$ cat src/rtl/dqa_pkg.sv
package dqa_pkg;

   // Source encoding on dq_src and cpl_src.
   typedef enum logic {
      SRC_CPU = 1'b0,
      SRC_GFX = 1'b1
   } dqa_src_e;

   localparam int unsigned NUM_SRC = 2;

endpackage

$ cat src/rtl/dqa_sb_fifo.sv
module dqa_sb_fifo #(
   parameter int unsigned W     = 41,
   parameter int unsigned DEPTH = 16
) (
   input  logic                           clk,
   input  logic                           rst_n,
   input  logic                           push,
   input  logic [W-1:0]                   push_data,
   output logic                           full,
   input  logic                           pop,
   output logic [W-1:0]                   head,
   output logic                           empty,
   output logic [$clog2(DEPTH+1)-1:0]     level
);

   localparam int unsigned PTR_W = (DEPTH > 1) ? $clog2(DEPTH) : 1;
   localparam int unsigned LVL_W = $clog2(DEPTH + 1);
   localparam bit          POW2  = ((DEPTH & (DEPTH - 1)) == 0);

   if (DEPTH < 2) begin : g_bad_depth
      $error("dqa_sb_fifo: DEPTH must be at least 2");
   end
   if (W < 1) begin : g_bad_width
      $error("dqa_sb_fifo: W must be at least 1");
   end

   logic [W-1:0]     store [DEPTH];
   logic [PTR_W-1:0] wr_ptr, rd_ptr, wr_nxt, rd_nxt;
   logic [LVL_W-1:0] cnt_q;
   logic             do_push, do_pop;

   assign full    = (cnt_q == LVL_W'(DEPTH));
   assign empty   = (cnt_q == '0);
   assign level   = cnt_q;
   assign do_push = push && !full;
   assign do_pop  = pop && !empty;
   assign head    = store[rd_ptr];

   // Pointer stepping: natural wrap for power-of-two depths, explicit otherwise.
   if (POW2) begin : g_wrap_pow2
      assign wr_nxt = wr_ptr + PTR_W'(1);
      assign rd_nxt = rd_ptr + PTR_W'(1);
   end else begin : g_wrap_mod
      assign wr_nxt = (wr_ptr == PTR_W'(DEPTH - 1)) ? '0 : wr_ptr + PTR_W'(1);
      assign rd_nxt = (rd_ptr == PTR_W'(DEPTH - 1)) ? '0 : rd_ptr + PTR_W'(1);
   end

   always_ff @(posedge clk) begin
      if (!rst_n) begin
         wr_ptr <= '0;
         rd_ptr <= '0;
         cnt_q  <= '0;
      end else begin
         if (do_push) begin
            wr_ptr <= wr_nxt;
         end
         if (do_pop) begin
            rd_ptr <= rd_nxt;
         end
         case ({do_push, do_pop})
            2'b10:   cnt_q <= cnt_q + LVL_W'(1);
            2'b01:   cnt_q <= cnt_q - LVL_W'(1);
            default: cnt_q <= cnt_q;
         endcase
      end
   end

   always_ff @(posedge clk) begin
      if (do_push) begin
         store[wr_ptr] <= push_data;
      end
   end

endmodule

$ cat src/rtl/dqa_out_ctr.sv
module dqa_out_ctr #(
   parameter int unsigned CNT_W = 4
) (
   input  logic             clk,
   input  logic             rst_n,
   input  logic             inc,
   input  logic             dec,
   output logic [CNT_W-1:0] count
);

   localparam logic [CNT_W-1:0] CNT_MAX = {CNT_W{1'b1}};

   logic [CNT_W-1:0] cnt_q;
   logic             dec_ok, inc_ok;

   // A completion with nothing outstanding is dropped; growth stops at the maximum.
   assign dec_ok = dec && ((cnt_q != '0) || inc);
   assign inc_ok = inc && ((cnt_q != CNT_MAX) || dec_ok);
   assign count  = cnt_q;

   always_ff @(posedge clk) begin
      if (!rst_n) begin
         cnt_q <= '0;
      end else begin
         case ({inc_ok, dec_ok})
            2'b10:   cnt_q <= cnt_q + CNT_W'(1);
            2'b01:   cnt_q <= cnt_q - CNT_W'(1);
            default: cnt_q <= cnt_q;
         endcase
      end
   end

endmodule

$ cat src/rtl/dqa_policy.sv
module dqa_policy #(
   parameter int unsigned CNT_W        = 4,
   parameter bit          ALLOW_FEWEST = 1'b1
) (
   input  logic             cpu_elig,
   input  logic             gfx_elig,
   input  logic             cpu_is_rd,
   input  logic             rd_prio_en,
   input  logic             fewest_mode,
   input  logic             favor_gfx,
   input  logic [CNT_W-1:0] cpu_cnt,
   input  logic [CNT_W-1:0] gfx_cnt,
   output logic             any_elig,
   output logic             pick_gfx
);

   logic mode_pick_gfx;

   // Choice used when both sides contend and no read override applies.
   if (ALLOW_FEWEST) begin : g_fewest
      always_comb begin
         if (!fewest_mode) begin
            mode_pick_gfx = favor_gfx;
         end else if (gfx_cnt < cpu_cnt) begin
            mode_pick_gfx = 1'b1;
         end else if (cpu_cnt < gfx_cnt) begin
            mode_pick_gfx = 1'b0;
         end else begin
            mode_pick_gfx = favor_gfx;
         end
      end
   end else begin : g_alt_only
      logic unused_mode;
      assign unused_mode   = fewest_mode ^ (^cpu_cnt) ^ (^gfx_cnt);
      assign mode_pick_gfx = favor_gfx;
   end

   always_comb begin
      any_elig = cpu_elig || gfx_elig;
      if (!(cpu_elig && gfx_elig)) begin
         pick_gfx = gfx_elig;
      end else if (rd_prio_en && cpu_is_rd) begin
         pick_gfx = 1'b0;
      end else begin
         pick_gfx = mode_pick_gfx;
      end
   end

endmodule

$ cat src/rtl/dramq_dual_arb.sv
module dramq_dual_arb
   import dqa_pkg::*;
#(
   parameter int unsigned ADDR_W       = 32,
   parameter int unsigned TAG_W        = 8,
   parameter int unsigned GFX_DEPTH    = 16,
   parameter int unsigned MAX_OUT      = 15,
   parameter bit          ALLOW_FEWEST = 1'b1
) (
   input  logic                           clk,
   input  logic                           rst_n,
   input  logic [$clog2(MAX_OUT+1)-1:0]   cfg_cpu_cap,
   input  logic [$clog2(MAX_OUT+1)-1:0]   cfg_gfx_cap,
   input  logic                           cfg_fewest_mode,
   input  logic                           cfg_cpu_rd_prio,
   input  logic                           cpu_req_valid,
   output logic                           cpu_req_ready,
   input  logic                           cpu_req_wr,
   input  logic [ADDR_W-1:0]              cpu_req_addr,
   input  logic [TAG_W-1:0]               cpu_req_tag,
   input  logic                           gfx_req_valid,
   output logic                           gfx_req_ready,
   input  logic                           gfx_req_wr,
   input  logic [ADDR_W-1:0]              gfx_req_addr,
   input  logic [TAG_W-1:0]               gfx_req_tag,
   output logic                           dq_valid,
   input  logic                           dq_ready,
   output logic                           dq_src,
   output logic                           dq_wr,
   output logic [ADDR_W-1:0]              dq_addr,
   output logic [TAG_W-1:0]               dq_tag,
   input  logic                           cpl_valid,
   input  logic                           cpl_src
);

   localparam int unsigned CNT_W = $clog2(MAX_OUT + 1);
   localparam int unsigned PKT_W = 1 + ADDR_W + TAG_W;
   localparam int unsigned LVL_W = $clog2(GFX_DEPTH + 1);

   if (MAX_OUT < 1) begin : g_bad_max
      $error("dramq_dual_arb: MAX_OUT must be at least 1");
   end
   if (ADDR_W < 1 || TAG_W < 1) begin : g_bad_fields
      $error("dramq_dual_arb: ADDR_W and TAG_W must be non-zero");
   end

   // ---------------- graphics sideband FIFO ----------------
   logic [PKT_W-1:0]  gfx_in_pkt, gfx_head;
   logic              gfx_full, gfx_empty, gfx_pop;
   logic [LVL_W-1:0]  gfx_level;
   logic              gfx_hd_wr;
   logic [ADDR_W-1:0] gfx_hd_addr;
   logic [TAG_W-1:0]  gfx_hd_tag;

   assign gfx_in_pkt = {gfx_req_wr, gfx_req_addr, gfx_req_tag};

   dqa_sb_fifo #(
      .W     (PKT_W),
      .DEPTH (GFX_DEPTH)
   ) u_gfx_fifo (
      .clk       (clk),
      .rst_n     (rst_n),
      .push      (gfx_req_valid),
      .push_data (gfx_in_pkt),
      .full      (gfx_full),
      .pop       (gfx_pop),
      .head      (gfx_head),
      .empty     (gfx_empty),
      .level     (gfx_level)
   );

   assign gfx_req_ready = !gfx_full;
   assign {gfx_hd_wr, gfx_hd_addr, gfx_hd_tag} = gfx_head;

   // ---------------- outstanding counters ----------------
   logic [NUM_SRC-1:0]            ctr_inc, ctr_dec, has_room;
   logic [NUM_SRC-1:0][CNT_W-1:0] ctr_cnt, ctr_cap;
   logic [CNT_W-1:0]              cpu_cnt, gfx_cnt;

   assign ctr_cap[SRC_CPU] = cfg_cpu_cap;
   assign ctr_cap[SRC_GFX] = cfg_gfx_cap;

   for (genvar s = 0; s < NUM_SRC; s++) begin : g_src
      dqa_out_ctr #(
         .CNT_W (CNT_W)
      ) u_ctr (
         .clk   (clk),
         .rst_n (rst_n),
         .inc   (ctr_inc[s]),
         .dec   (ctr_dec[s]),
         .count (ctr_cnt[s])
      );
      assign ctr_dec[s]  = cpl_valid && (cpl_src == 1'(s));
      assign has_room[s] = (ctr_cnt[s] < ctr_cap[s]);
   end

   assign cpu_cnt = ctr_cnt[SRC_CPU];
   assign gfx_cnt = ctr_cnt[SRC_GFX];

   // ---------------- selection ----------------
   logic cpu_elig, gfx_elig, any_elig, pick_gfx, grant;
   logic favor_gfx;

   assign cpu_elig = cpu_req_valid && has_room[SRC_CPU];
   assign gfx_elig = !gfx_empty && has_room[SRC_GFX];

   dqa_policy #(
      .CNT_W        (CNT_W),
      .ALLOW_FEWEST (ALLOW_FEWEST)
   ) u_policy (
      .cpu_elig    (cpu_elig),
      .gfx_elig    (gfx_elig),
      .cpu_is_rd   (!cpu_req_wr),
      .rd_prio_en  (cfg_cpu_rd_prio),
      .fewest_mode (cfg_fewest_mode),
      .favor_gfx   (favor_gfx),
      .cpu_cnt     (cpu_cnt),
      .gfx_cnt     (gfx_cnt),
      .any_elig    (any_elig),
      .pick_gfx    (pick_gfx)
   );

   assign grant            = any_elig && dq_ready;
   assign cpu_req_ready    = grant && !pick_gfx;
   assign gfx_pop          = grant && pick_gfx;
   assign ctr_inc[SRC_CPU] = cpu_req_ready;
   assign ctr_inc[SRC_GFX] = gfx_pop;

   // Pointer moves only on an issued grant, toward the other source.
   always_ff @(posedge clk) begin
      if (!rst_n) begin
         favor_gfx <= 1'b0;
      end else if (grant) begin
         favor_gfx <= !pick_gfx;
      end
   end

   // ---------------- queue port ----------------
   always_comb begin
      dq_valid = any_elig;
      dq_src   = pick_gfx ? SRC_GFX : SRC_CPU;
      if (pick_gfx) begin
         dq_wr   = gfx_hd_wr;
         dq_addr = gfx_hd_addr;
         dq_tag  = gfx_hd_tag;
      end else begin
         dq_wr   = cpu_req_wr;
         dq_addr = cpu_req_addr;
         dq_tag  = cpu_req_tag;
      end
   end

endmodule

$ cat config.mk
export PLATFORM = sky130hd
export DESIGN_NAME = dramq_dual_arb
export DESIGN_NICKNAME = d
export VERILOG_FILES = /design/src/rtl/dqa_pkg.sv /design/src/rtl/dqa_sb_fifo.sv /design/src/rtl/dqa_out_ctr.sv /design/src/rtl/dqa_policy.sv /design/src/rtl/dramq_dual_arb.sv
export SDC_FILE = /design/constraint.sdc
export NUM_CORES = 1
export LEC_CHECK = 0
export ABC_AREA = 1
export BUFFER_PORTS_ARGS = -buffer_cell sky130_fd_sc_hd__buf_2
export CAP_MARGIN = 20
export CORE_MARGIN = 1
export CORE_UTILIZATION = 60
export DETAILED_ROUTE_END_ITERATION = 8
export PLACE_DENSITY = 0.78
export SLEW_MARGIN = 10
export SYNTH_ARGS = -nofsm -noshare
export SYNTH_HDL_FRONTEND = slang
export SYNTH_HIERARCHICAL = 1
export SYNTH_SLANG_ARGS = --single-unit
export TNS_END_PERCENT = 10
$ cat constraint.sdc
create_clock -name clk -period 5.1 [get_ports clk]
set_clock_uncertainty 0.15 [all_clocks]
set_input_delay 1.275 -clock clk [delete_from_list [all_inputs] [get_ports clk]]
set_output_delay 1.275 -clock clk [all_outputs]
set_load 0.01 [all_outputs]
==> results of run 1 <==
area by class of cell:
type	instances	area share [%]
inverters	231	2.72
diodes	6	0.0467
repair buffers	186	3.77
flip-flops and latches	682	62.9
clock inverters	27	0.817
multi-input cells	1122	21.5
well taps	607	2.36
clock buffers	88	5.85
path summary, 6_finish.rpt:
kind                                           end  slack, ps  cells past startpoint
setup / recovery                         dq_tag[3]        560                     14
hold / removal              favor_gfx$_SDFFE_PN0N_        370                      2
setup reg to reg  u_gfx_fifo/level[4]$_SDFFE_PN0P_       1310                     22
hold reg to reg             favor_gfx$_SDFFE_PN0N_        370                      2
per-stage QoR:
stage / setup WS (ps) / area (µm²) / hold WS, ps / total power [mW]
after detailed placement: 477 / 30000 / 359 / 12.0
after global routing: 322 / 32200 / 399 / 17.6
after CTS: 537 / 32100 / 374 / 16.8
final: 555 / 32200 / 368 / 16.7
after floorplan: 964 / 28800 / 324 / 10.7
after global placement: 632 / 30000 / 339 / 11.8
sequential cells by signal, indices dropped and copies added (netlist names), named ones only:
register	count
u_gfx_fifo/store	656
g_src.u_ctr/count	8
u_gfx_fifo/level	5
u_gfx_fifo/rd_ptr	4
u_gfx_fifo/wr_ptr	4
favor_gfx	1
worst max-delay path: cells and delay by family:
kind / cells / cell delay [ps]
AOI/OAI and AO/OA: 1 / 200
adders and majority gates: 1 / 300
buffers and inverters: 5 / 620
and+or+nand+nor: 7 / 670
where the power goes:
group	total, mW	leakage [nW]	internal, mW	switching [mW]
combinational	5.36	4.19	1.91	3.45
clock	4.83	1.05	2.85	1.98
sequential	6.53	6.14	6.35	0.176
placed cells by master, fill, tap and decap left out, types with 8 or more instances in the layout:
cell,instances
nand3_1,70
dfxtp_1,22
nand2_2,18
nor2_1,41
mux2i_1,164
nor2_4,16
edfxtp_1,656
inv_1,226
clkinv_1,10
o21ai_1,25
clkbuf_1,14
nand2_1,213
buf_12,14
buf_2,143
clkbuf_16,72
o211ai_1,164
nand4_1,8
clkinv_2,8
ha_1,22
o21ai_0,181
buf_4,29
a21oi_1,180
synthesized netlist by cell type (all sizes together):
cell	instances
nor2	59
edfxtp	656
nand2	235
dfxtp	26
o21ai	208
inv	231
nand4	8
clkbuf	57
xor2	7
a31o	1
buf	70
a21oi	180
nand3b	1
ha	22
o211ai	164
or2	1
fa	2
mux2i	164
nand3	70
logic make-up after synthesis:
group	after synthesis
simple gates	374
compound gates	553
xor+xnor	7
fa+ha+maj	24
buf+inv	358
mux	164
flops	682
per-layer routing:
metal / track usage, % / vias up / part of all wire [%]
li1: - / 8133 / -
met1: 36.2 / 8746 / 40
met2: 44.4 / 794 / 49
met3: 4.36 / 140 / 7.9
met4: 9.93 / 8 / 2.7
met5: 0 / - / 0.077
==> metrics.txt, run 1 <==
largest family of logic cells by synthesized area compound AO/OA/AOI/OAI gates; Routed WL 65,300 µm; overall routing resource usage 26.8%; core area 0.0470 mm²; DRC 0; die area 0.0488 mm²; mean post-synth cell area 13.3 µm²; Mapped Nets 2,285; root buffer cell clkbuf_16; xor and xnor area share after synthesis 0.213%; Hold Buf Count CTS 0; max cap viols 0; initial core utilization 61.3%; f_max 220 MHz; pwr dens 520 mW/mm²; mux share of post-synthesis cell area 5.70%; final std cells w/o fill 2,949; Netlist cell types 31; simple-gate share of the synthesized area 5.54%; Final nets 2,413; first-pass GRT wire length 99,700 µm; Final Hold Fails 0; Placer Congestion 0.764; cells along the critical path buf_2 > inv_1 > ha_1 > nand2_1 > nand3b_1 > a21oi_1 > nand2_1 > inv_1 > nand4_1 > nand2_2 > buf_4 > nand2_1 > nand2_1 > buf_2; Iter 0 DRT Violations 2,238; Final TNS setup 0 ps; top cell type's share of synthesized area 68.4%; Setup crit start cfg_cpu_cap[3]; vias in the first global route 17,500; layout cell share with drive strength beyond 1 14.1%; cell repeated most along the worst path nand2_1; RSZ-0062 raised after global routing no; Synth Register Bits 682; Reg clk slew, reported paths 60 ps; Slew Limit Fails 0; Synth Area in Compound Gates 11.1%; CP max-delay cell buf_4; Die Y 221 µm; Vias 17,800; clk_lat worst skew 590 ps; CTS tree yes; grt ovf 0; CTS HTree Levels 3; Setup-failing EPs final 0; min Tclk post-route 4540 ps; status finished, final reports clean; hold_sp favor_gfx$_SDFFE_PN0N_; adder-cell area share of the yosys netlist 1.10%; WL per Instance 22.1 µm; # fillers 3,084; max incr delay on CP 330 ps; Tcrit/Tclk final 89.1%; ANT nets after route 0; io pins 144; Critical Path End Type output port; Die Wd 221 µm; CP max FO 24; row count 79; sequential fraction of the synthesis area 70.2%; Tightest Pin Transition 958 ps; router iterations before antenna repair 5; Leak 11.4 nW; crit path launch type primary input; synthesis-to-finish area growth 11.8%; antenna violations before repair 9; CP required 3670 ps; Util after Layout 68.5%; post-CTS setup repair buffer count 0; CTS buffer count 67; top cells by area, synth edfxtp_1, mux2i_1, o211ai_1; total number of clock tree sinks 682; largest net degree at the start of global routing 165; final HPWL from detailed placement 34,100 µm; Yosys top cell by area edfxtp_1; RR Startpoint g_src[1].u_ctr/count[3]$_SDFFE_PN0P_; Multi-input gate area 0.00693 mm²; placed insts 2,828; PostCTS Resize Cnt 0; clk buf depth 3; Syn Std Cell Area 0.0288 mm²; Hold WC Path Type flip-flop to flip-flop; via density per instance 6.04; worst vdd ir 0.000845 V; critical path arrival 3120 ps; port buffer count 143; Crit Path Category primary input to output port; Syn Inst Count 2,162; synth warn 6; Rel. slew slack 36.0%; Sequential Area 0.0202 mm²
Note: power is estimated with default switching activity, not from simulation.
==> run 2, diff against run 1 <==
--- a/config.mk
+++ b/config.mk
@@ -6,7 +6,7 @@
 export NUM_CORES = 1
 export LEC_CHECK = 0
 export ABC_AREA = 1
-export BUFFER_PORTS_ARGS = -buffer_cell sky130_fd_sc_hd__buf_2
+export BUFFER_PORTS_ARGS = -buffer_cell sky130_fd_sc_hd__buf_4
 export CAP_MARGIN = 20
 export CORE_MARGIN = 1
 export CORE_UTILIZATION = 60
==> metrics.txt, run 2 (synthesis results as in run 1) <==
status finished, final reports clean (unchanged); crit path launch type primary input (unchanged); worst r2r dst u_gfx_fifo/level[4]$_SDFFE_PN0P_ (unchanged); CP max-delay cell ha_1 (was buf_4); RR Startpoint g_src[1].u_ctr/count[1]$_SDFFE_PN0P_ (was g_src[1].u_ctr/count[3]$_SDFFE_PN0P_); cells along the critical path buf_4 > inv_1 > ha_1 > nand2_1 > nand3b_1 > a21oi_1 > nand2_1 > inv_1 > nand4_1 > nand2_2 > buf_4 > nand2_1 > nand2_1 > buf_4 (was buf_2 > inv_1 > ha_1 > nand2_1 > nand3b_1 > a21oi_1 > nand2_1 > inv_1 > nand4_1 > nand2_2 > buf_4 > nand2_1 > nand2_1 > buf_2); Setup-failing EPs final 0 (unchanged); layout cell share with drive strength beyond 1 13.9% (was 14.1%); initial core utilization 61.3% (unchanged); Die Y 221 µm (unchanged); Rel. slew slack 34.1% (was 36.0%); DRC 0 (unchanged); largest net degree at the start of global routing 165 (unchanged); CTS HTree Levels 3 (unchanged); most common cell after layout, fill and taps aside edfxtp_1 (unchanged); clk buf depth 3 (unchanged); port buffer count 143 (unchanged); final HPWL from detailed placement 33,400 µm (was 34,100 µm); hold_sp u_gfx_fifo/rd_ptr[1]$_SDFFE_PN0P_ (was favor_gfx$_SDFFE_PN0N_); via density per instance 6.06 (was 6.04); antenna violations before repair 2 (was 9); router iterations before antenna repair 5 (unchanged); clk_lat worst skew 590 ps (about the same); Iter 0 DRT Violations 1,884 (was 2,238); Final nets 2,412 (was 2,413); WL per Instance 22.0 µm (was 22.1 µm); io pins 144 (unchanged); post-CTS setup repair buffer count 0 (unchanged); Vias 17,900 (was 17,800); grt ovf 0 (unchanged); Crit Path Category primary input to output port (unchanged); Routed WL 64,800 µm (was 65,300 µm); overall routing resource usage 26.6% (was 26.8%); Worst Path Buf+Inv 5 (unchanged); # fillers 3,083 (was 3,084); ANT nets after route 0 (unchanged); CTS tree yes (unchanged); CP required 3670 ps (about the same); Reg with most FFs u_gfx_fifo/store (unchanged); most frequent cells in the layout edfxtp_1, inv_1, nand2_1 (unchanged); worst r2r path cells 22 (unchanged); pwr dens 516 mW/mm² (was 520 mW/mm²); root buffer cell clkbuf_16 (unchanged); Leak 11.4 nW (about the same); Critical Path End Type output port (unchanged); critical path arrival 3110 ps (was 3120 ps); min Tclk post-route 4540 ps (about the same); max cap viols 0 (unchanged); Crit path max-delay family simple AND/OR/NAND/NOR gates (unchanged); f_max 220 MHz (about the same); Tcrit/Tclk final 88.9% (was 89.1%); PostCTS Resize Cnt 0 (unchanged); max incr delay on CP 300 ps (was 330 ps); hold depth 2 (unchanged); max FFs per register 656 (unchanged); Placer Congestion 0.773 (was 0.764); Reg clk slew, reported paths 70 ps (was 60 ps); Die Wd 221 µm (unchanged); Reg2Reg Setup Slack 1480 ps (was 1310 ps); synthesis-to-finish area growth 12.5% (was 11.8%); worst vdd ir 0.00121 V (was 0.000845 V); CTS buffer count 67 (unchanged); vias in the first global route 17,400 (was 17,500); RSZ-0062 raised after global routing no (unchanged); row count 79 (unchanged); Slew Limit Fails 0 (unchanged); first-pass GRT wire length 98,500 µm (was 99,700 µm); Tightest Pin Transition 987 ps (was 958 ps); cell repeated most along the worst path nand2_1 (unchanged); CP max FO 22 (was 24); die area 0.0488 mm² (unchanged); total number of clock tree sinks 682 (unchanged); Hold Buf Count CTS 0 (unchanged); core area 0.0470 mm² (unchanged); Final Hold Fails 0 (unchanged); Util after Layout 69.0% (was 68.5%); Final TNS setup 0 ps (unchanged); Hold WC Path Type flip-flop to flip-flop (unchanged)
[run 2: layout make-up]
type / count / area (µm²) / area share, %
tap: 607 / 759 / 2.34
clock inverter: 28 / 191 / 0.591
multi-input combinational: 1122 / 6930 / 21.4
sequential: 682 / 20200 / 62.5
clock buffer: 94 / 1850 / 5.71
inverter: 231 / 876 / 2.70
timing repair buffer: 185 / 1550 / 4.79
antenna: 1 / 2.50 / 0.00773
[run 2: per-layer routing]
| layer | share of wire [%] | wire (µm) | global-route usage, % | vias up |
|---|---|---|---|---|
| met5 | 0.019 | 12 | 0 | - |
| met4 | 2.6 | 1690 | 9.56 | 2 |
| li1 | - | - | - | 8130 |
| met2 | 49 | 31500 | 44.0 | 792 |
| met1 | 40 | 26200 | 36.3 | 8825 |
| met3 | 8.3 | 5390 | 3.92 | 119 |
[run 2: where the power goes]
part	switching, mW	internal, mW	leakage (nW)
clock	1.98	2.60	0.988
sequential	0.195	6.35	6.14
combinational	3.43	2.16	4.31
[run 2: tightest hold or removal path, cell delays in order, from the launching register on]
cell	delay (ps)
dfxtp_1	340
inv_1	80
a21oi_1	50
[run 2: worst max path at each step]
stage | endpoint | startpoint | depth (start not counted)
floorplan | g_src[0].u_ctr/count[3]$_SDFFE_PN0P_ | cfg_gfx_cap[3] | 25
global placement | dq_addr[0] | cfg_gfx_cap[3] | 14
detailed placement | u_gfx_fifo/level[4]$_SDFFE_PN0P_ | cfg_cpu_cap[3] | 24
CTS | dq_addr[11] | cfg_cpu_cap[3] | 14
global route | dq_addr[11] | cfg_cpu_cap[3] | 14
finish | dq_addr[11] | cfg_cpu_cap[3] | 14
[run 2: metrics by stage]
stage / power [mW] / setup slack, ps / instances / hold WS (ps) / cell area, µm²
after detailed placement: 12.2 / 510 / 2827 / 352 / 30300
after floorplan: 10.7 / 964 / 2162 / 324 / 28800
after global placement: 12.0 / 658 / 2827 / 335 / 30300
after CTS: 16.8 / 538 / 2949 / 363 / 32400
after global routing: 17.6 / 376 / 2950 / 396 / 32400
final: 16.7 / 565 / 2950 / 364 / 32400
